[config.mk]
export PLATFORM = sky130hd
export DESIGN_NAME = uart_irq_ident
export DESIGN_NICKNAME = d
export VERILOG_FILES = /design/src/rtl/uart_irq_pkg.sv /design/src/rtl/irq_enable_reg.sv /design/src/rtl/txe_pending_latch.sv /design/src/rtl/irq_priority_sel.sv /design/src/rtl/uart_irq_ident.sv
export SDC_FILE = /design/constraint.sdc
export NUM_CORES = 1
export LEC_CHECK = 0
export BUFFER_PORTS_ARGS = -buffer_cell sky130_fd_sc_hd__buf_2
export CAP_MARGIN = 25
export CORE_AREA = 5 5 42 44
export DETAILED_ROUTE_END_ITERATION = 7
export DIE_AREA = 0 0 47 49
export HOLD_SLACK_MARGIN = 0.08
export PLACE_DENSITY = 0.67
export SYNTH_ARGS = -nofsm -noshare
export SYNTH_HDL_FRONTEND = slang
export SYNTH_HIERARCHICAL = 1
export SYNTH_SLANG_ARGS = --single-unit
[constraint.sdc]
create_clock -name clk -period 5.06 [get_ports clk]
set_clock_uncertainty 0.1 [all_clocks]
set_input_delay 1.012 -clock clk [delete_from_list [all_inputs] [get_ports clk]]
set_output_delay 1.012 -clock clk [all_outputs]
set_load 0.1 [all_outputs]
[src/rtl/uart_irq_pkg.sv]
package uart_irq_pkg;

  typedef enum logic [3:0] {
    CAUSE_MODEM = 4'h0,
    CAUSE_NONE  = 4'h1,
    CAUSE_TXE   = 4'h2,
    CAUSE_LINE  = 4'h6,
    CAUSE_RXTO  = 4'hC
  } cause_e;

  localparam int EN_W     = 4;
  localparam int EN_RX    = 0;
  localparam int EN_TXE   = 1;
  localparam int EN_LINE  = 2;
  localparam int EN_MODEM = 3;

  // Ranked selection: the first enabled, active cause wins.
  function automatic cause_e pick_cause(input logic [EN_W-1:0] en,
                                        input logic line_act,
                                        input logic rx_act,
                                        input logic txe_act,
                                        input logic modem_act);
    cause_e c;
    c = CAUSE_NONE;
    if (modem_act && en[EN_MODEM]) c = CAUSE_MODEM;
    if (txe_act   && en[EN_TXE])   c = CAUSE_TXE;
    if (rx_act    && en[EN_RX])    c = CAUSE_RXTO;
    if (line_act  && en[EN_LINE])  c = CAUSE_LINE;
    return c;
  endfunction

  function automatic logic [7:0] build_ident(input cause_e c, input logic fifo_mode);
    return {fifo_mode, fifo_mode, 2'b00, c};
  endfunction

endpackage

[src/rtl/irq_enable_reg.sv]
module irq_enable_reg
  import uart_irq_pkg::*;
#(
  parameter int BUS_W = 8
) (
  input  logic             clk,
  input  logic             rst_n,
  input  logic             wr,
  input  logic [BUS_W-1:0] wdata,
  output logic [EN_W-1:0]  en_q,
  output logic             txe_rise
);

  always_ff @(posedge clk) begin
    if (!rst_n) en_q <= '0;
    else if (wr) en_q <= wdata[EN_W-1:0];
  end

  assign txe_rise = wr && !en_q[EN_TXE] && wdata[EN_TXE];

endmodule

[src/rtl/txe_pending_latch.sv]
module txe_pending_latch (
  input  logic clk,
  input  logic rst_n,
  input  logic set_wr,
  input  logic set_edge,
  input  logic clr_rd,
  output logic pend
);

  logic set_any;
  assign set_any = set_wr || set_edge;

  always_ff @(posedge clk) begin
    if (!rst_n)       pend <= 1'b0;
    else if (set_any) pend <= 1'b1;
    else if (clr_rd)  pend <= 1'b0;
  end

endmodule

[src/rtl/irq_priority_sel.sv]
module irq_priority_sel
  import uart_irq_pkg::*;
#(
  parameter int RXC_W = 5
) (
  input  logic [EN_W-1:0]  en,
  input  logic             overrun,
  input  logic [RXC_W-1:0] rx_count,
  input  logic             txe_pend,
  input  logic             modem_chg,
  input  logic             fifo_on,
  output cause_e           cause,
  output logic [7:0]       ident,
  output logic             irq,
  output logic             txe_shown
);

  logic rx_act;
  assign rx_act    = |rx_count;
  assign cause     = pick_cause(en, overrun, rx_act, txe_pend, modem_chg);
  assign ident     = build_ident(cause, fifo_on);
  assign irq       = (cause != CAUSE_NONE);
  assign txe_shown = (cause == CAUSE_TXE);

endmodule

[src/rtl/uart_irq_ident.sv]
module uart_irq_ident
  import uart_irq_pkg::*;
#(
  parameter int RXC_W = 5,
  parameter int BUS_W = 8
) (
  input  logic             clk,
  input  logic             rst_n,
  input  logic             data_wr,
  input  logic             en_wr,
  input  logic [BUS_W-1:0] en_wdata,
  input  logic             ident_rd,
  input  logic             fifo_on,
  input  logic             overrun,
  input  logic [RXC_W-1:0] rx_count,
  input  logic             modem_chg,
  output logic [BUS_W-1:0] en_rdata,
  output logic [7:0]       ident_rdata,
  output logic             irq
);

  localparam int PAD_W = BUS_W - EN_W;

  logic [EN_W-1:0] en_q;
  logic            txe_rise;
  logic            txe_pend;
  logic            txe_shown;
  logic            txe_clr;
  cause_e          cause;

  irq_enable_reg #(.BUS_W(BUS_W)) u_en (
    .clk(clk), .rst_n(rst_n), .wr(en_wr), .wdata(en_wdata),
    .en_q(en_q), .txe_rise(txe_rise)
  );

  assign txe_clr = ident_rd && txe_shown;

  txe_pending_latch u_pend (
    .clk(clk), .rst_n(rst_n), .set_wr(data_wr), .set_edge(txe_rise),
    .clr_rd(txe_clr), .pend(txe_pend)
  );

  irq_priority_sel #(.RXC_W(RXC_W)) u_sel (
    .en(en_q), .overrun(overrun), .rx_count(rx_count), .txe_pend(txe_pend),
    .modem_chg(modem_chg), .fifo_on(fifo_on), .cause(cause),
    .ident(ident_rdata), .irq(irq), .txe_shown(txe_shown)
  );

  assign en_rdata = {{PAD_W{1'b0}}, en_q};

endmodule

==> key figures, run 1 <==
Outcome
  – Status: completed

Layout
  – Post-route cell area: 468 µm²
  – Final Util: 33.4%
  – Most common cell after layout, fill and taps aside: buf_2
  – Fill cell count: 158
  – Share of cells above drive strength 1: 50.0%
  – Nets: 84
  – Area Growth Syn to Fin: 20.6%
  – Commonest non-fill, non-tap cells in the layout: buf_2, conb_1, nor2b_1, dfxtp_1
  – Fin cells: 78
  – Diode count: 0

Drt
  – DRT met1 WL: 288 µm
  – Routed length per placed instance: 10.1 µm
  – DRT antenna net count: 0
  – DRT Wirelength: 786 µm
  – Vias: 333
  – Top routing layer used: met3
  – Met2 wire len: 340 µm
  – Remaining DRCs: 0
  – DRT Pass-1 Iters: 3
  – Met3 WL: 157 µm
  – DR iter-0 viols: 1
  – Routed vias/inst: 4.27

Synth
  – Synth unique cells: 17
  – Synth top area cells: dfxtp_1, buf_4, mux2i_1, nor2b_1, o21ai_4
  – Post-synthesis register bit count: 5
  – Register area share after synthesis: 25.8%
  – Area share of the largest cell type after synthesis: 25.8%
  – Cell taking the most area after synthesis: dfxtp_1
  – Post-Syn Instances: 43
  – Synth Warn #: 6
  – Syn Area/Cell: 9.02 µm²
  – Synthesized area: 388 µm²

Placed design
  – Post-placement cell count: 74
  – DP Area: 442 µm²
  – Setup WS pre-CTS: 1500 ps
  – DP Wirelength: 689 µm
  – RePlAce Congestion: 0.631
  – Buffers added on ports: 24

Global route
  – Pin count of the biggest net entering global routing: 7
  – Vias in the first global route: 326
  – Total global-route track usage: 8.03%
  – Initial antenna violation count: 0
  – Remaining Overflow, GRT: 0
  – First-pass GRT wire length: 1330 µm

Timing
  – Max Slew Vio Count: 0
  – Unrepaired setup endpoints after global routing: false
  – Hold Vio Cnt, Final: 0
  – Final worst path period share: 70.2%
  – # setup viols final: 0
  – Final worst setup slack: 1510 ps
  – Peak Freq: 0.282 GHz
  – Fin Hold WS: 460 ps
  – Final Critical Period: 3550 ps
  – Setup Total Neg Slack: 0 ps

Floorplan
  – Core area: 1400 µm²
  – Die Height: 49 µm
  – Total die area: 2300 µm²
  – I/O pins: 38
  – Initial Util: 27.7%
  – Die width: 47 µm
  – Row cnt: 14

Flow run
  – Max-cap violation count: 0

Power and ir drop
  – PD cells: 370 nW/µm²
  – Peak VDD IR: 0.180 mV
  – PnR Total Power: 173 µW
  – Leakage: 0.261 nW

Setup path
  – CP Max Fanout: 6
  – CP Capture Type: output pin
  – WS Path Type: input port to output pin
  – Critical Path Source Type: input port
  – Worst Path Required: 3950 ps
  – Crit-path cells: buf_2, or4_4, o21ai_4, and4_1, buf_2
  – Slowest CP cell: or4_4
  – Most frequent CP cell: buf_2
  – CP arrival: 2440 ps
  – CP max stage delay: 530 ps

Clock network
  – Clk slew on worst S/H paths: 40 ps
  – H-tree lvl count: 1
  – TritonCTS clock tree: built
  – Number of gates resized after cts: 0
  – Post-CTS Setup Bufs: 0
  – Hold_buf cts: 0
  – Longest Clk Path Bufs: 2
  – Num CTS Buffers: 3
  – Clk_lat worst skew: 240 ps
  – Root Buffer: clkbuf_4
  – Clock Sinks: 5

Worst hold path
  – Worst min-delay path class: flop to flop
[state kept, by name, indices dropped and copies added, names as in the netlist]
register,cells
u_pend/pend,1
u_en/en_q,4
[logic make-up (layout without fill, tap and decap cells)]
kind of cell           after synthesis  count (layout)  synth area share [%]
other                                2               6                  1.94
multiplexers                         4               4                  10.3
AO/OA/AOI/OAI                        4               4                  10.6
flip-flops                           5               5                  25.8
AND/OR/NAND/NOR                     15              15                  25.2
buffers and inverters               13              28                  26.1
[worst max-delay path: cells and delay by family]
family          cells  cell delay, ps
buf+inv             2             510
simple gates        2             730
compound gates      1             180
[routing by layer]
layer / track usage (%) / vias up
met5: 0 / -
met4: 1.84 / 0
met1: 8.57 / 142
li1: - / 167
met2: 12.2 / 24
met3: 6.27 / 0
[worst paths after layout]
kind                                                 from                         to  slack (ps)  cells after the start
worst max-delay path                          rx_count[2]             ident_rdata[0]        1510                      5
worst min-delay path            u_en/en_q[1]$_SDFFE_PN0P_  u_en/en_q[1]$_SDFFE_PN0P_         460                      2
worst max register to register  u_en/en_q[1]$_SDFFE_PN0P_   u_pend/pend$_SDFFE_PN0P_        3810                      5
worst min register to register  u_en/en_q[1]$_SDFFE_PN0P_  u_en/en_q[1]$_SDFFE_PN0P_         460                      2
[cell type report]
| class | instances | area (µm²) | share of cell area [%] |
|---|---|---|---|
| clock buffers | 4 | 26.3 | 5.61 |
| multi-input cells | 29 | 201 | 43.0 |
| flip-flops and latches | 5 | 100 | 21.4 |
| well taps | 16 | 20.0 | 4.28 |
| repair buffers | 24 | 120 | 25.7 |
[Yosys cell counts (all sizes together)]
master,count
nor2b,5
o21ai,1
and2,1
or4,1
and4,1
a32o,1
o31a,1
a21oi,1
mux2i,4
buf,13
dfxtp,5
and3b,2
conb,2
nand2,4
nand4,1
[power by group]
part           total, mW  internal (mW)  leakage [nW]  switching (mW)
clock network     0.0463         0.0298        0.0150          0.0164
registers         0.0445         0.0421        0.0414         0.00242
logic             0.0824         0.0137         0.205          0.0687
total              0.173         0.0856         0.261          0.0875
(Power assumes the default switching activity.)
==> inputs of run 2 (changes only) <==
PLACE_DENSITY = 0.7   (was 0.67)
clock period = 3.2 ns   (was 5.06 ns; I/O delays follow)
==> run 2 against run 1 <==
First-iteration DRC count did not move. Worst hold slack got worse by 8.6 ps. Power rose by 59%. Largest power group unchanged. Utilization unchanged. Die area unchanged. Non-clock buffer count stayed put. Routed wire length rose by 6.5%. Highest routed layer is now met4. Sequential cell count unchanged.
==> key figures, run 2 (synthesis results as in run 1) <==
Drt
  – DRT Wirelength: 837 µm
  – Routed vias/inst: 4.31
  – DRT Pass-1 Iters: 4
  – DRT antenna net count: 0
  – Routed length per placed instance: 10.7 µm
  – DRT met1 WL: 306 µm
  – Vias: 336
  – Met3 WL: 158 µm
  – Top routing layer used: met4
  – Met2 wire len: 364 µm
  – Remaining DRCs: 0
  – DR iter-0 viols: 1

Outcome
  – Status: completed

Clock network
  – Number of gates resized after cts: 0
  – Clk slew on worst S/H paths: 50 ps
  – Longest Clk Path Bufs: 2
  – Root Buffer: clkbuf_4
  – Post-CTS Setup Bufs: 0
  – H-tree lvl count: 1
  – Clk_lat worst skew: 250 ps
  – Clock Sinks: 5
  – Num CTS Buffers: 3
  – Hold_buf cts: 0
  – TritonCTS clock tree: built

Worst hold path
  – Worst min-delay path class: flop to flop
  – HP Start: u_en/en_q[3]$_SDFFE_PN0P_

Setup path
  – CP Capture Type: output pin
  – WS Path Type: input port to output pin
  – Critical Path Source Type: input port
  – CP max stage delay: 530 ps
  – CP bufs+invs: 2
  – Family with the most delay on the worst path: simple AND/OR/NAND/NOR gates
  – Launch point of the worst path: rx_count[2]
  – CP Max Fanout: 6
  – Crit-path cells: buf_2, or4_4, o21ai_4, and4_1, buf_2
  – Critical R2R Launch: u_en/en_q[1]$_SDFFE_PN0P_
  – Slowest CP cell: or4_4
  – Worst Path Required: 2460 ps
  – CP arrival: 2090 ps
  – Most frequent CP cell: buf_2

Timing
  – Final worst setup slack: 371 ps
  – Setup Total Neg Slack: 0 ps
  – # setup viols final: 0
  – Final worst path period share: 88.4%
  – Max Slew Vio Count: 0
  – Peak Freq: 0.354 GHz
  – Final Critical Period: 2830 ps
  – Hold Vio Cnt, Final: 0
  – Unrepaired setup endpoints after global routing: false

Layout
  – Area Growth Syn to Fin: 20.6%
  – Reg with most FFs: u_en/en_q
  – Nets: 84
  – Fill cell count: 147
  – Largest regs: u_en/en_q x4, u_pend/pend x1
  – Share of cells above drive strength 1: 50.0%
  – Max FFs per register: 4
  – Most common cell after layout, fill and taps aside: buf_2
  – Commonest non-fill, non-tap cells in the layout: buf_2, conb_1, nor2b_1, dfxtp_1
  – Diode count: 0

Placed design
  – DP Wirelength: 722 µm
  – RePlAce Congestion: 0.601
  – Setup WS pre-CTS: 361 ps
  – Buffers added on ports: 24

Power and ir drop
  – Peak VDD IR: 0.266 mV
  – Power Internal: 135 µW
  – Combinational fraction of design power: 47.2%
  – P_sw: 140 µW
  – Clock power frac: 27.2%
  – PD cells: 589 nW/µm²
  – Switch share: 50.8%
  – Seq pwr share: 25.6%
  – Leakage: 0.261 nW

Floorplan
  – Row cnt: 14
  – I/O pins: 38
  – Initial Util: 27.7%
  – Total die area: 2300 µm²
  – Die width: 47 µm
  – Core area: 1400 µm²
  – Die Height: 49 µm

Global route
  – Remaining Overflow, GRT: 0
  – Vias in the first global route: 317
  – Total global-route track usage: 8.03%
  – First-pass GRT wire length: 1280 µm
  – Pin count of the biggest net entering global routing: 7
  – Initial antenna violation count: 0

Flow run
  – Max-cap violation count: 0
run 2: cell counts in the layout (fill, tap and decap cells not counted):
No cell type changed its count.
run 2: metrics by stage:
stage,utilization (%),instance area [µm²],hold slack [ps],cells,total power [mW]
after floorplan,-,403,474,47,0.206
after global placement,31.5,442,433,74,0.201
after detailed placement,31.5,442,444,74,0.202
after CTS,33.4,468,459,78,0.279
after global routing,33.4,468,492,78,0.290
final,33.4,468,452,78,0.276
run 2: layer usage:
metal / GRT usage (%) / vias to the layer above
li1: - / 167
met1: 7.49 / 142
met2: 11.8 / 24
met3: 7.75 / 3
met4: 3.23 / 0
met5: 0 / -
run 2: worst paths after layout:
check | to | slack [ps] | depth (start not counted)
setup / recovery | ident_rdata[0] | 370 | 5
hold reg to reg | u_en/en_q[3]$_SDFFE_PN0P_ | 450 | 2
hold / removal | u_en/en_q[3]$_SDFFE_PN0P_ | 450 | 2
setup reg to reg | u_pend/pend$_SDFFE_PN0P_ | 1940 | 5
run 2: cell type report:
type | count | area (µm²) | share of cell area (%)
tap | 16 | 20.0 | 4.28
sequential | 5 | 100 | 21.4
multi-input combinational | 29 | 201 | 43.0
clock buffer | 4 | 26.3 | 5.61
timing repair buffer | 24 | 120 | 25.7
run 2: tightest hold or removal path: stages (launching register included):
cell and delay [ps]:
dfxtp_1 310, mux2i_1 130, nor2b_1 60
run 2: power groups by stage:
| stage | Sequential, mW | Combinational (mW) | Clock (mW) |
|---|---|---|---|
| 2_1_floorplan | 0.0923 | 0.114 | 0 |
| 3_3_place_gp | 0.0715 | 0.130 | 0 |
| 3_5_place_dp | 0.0718 | 0.131 | 0 |
| 4_1_cts | 0.0707 | 0.131 | 0.0775 |
| 5_1_grt | 0.0712 | 0.134 | 0.0845 |
| 6_report | 0.0706 | 0.130 | 0.0749 |
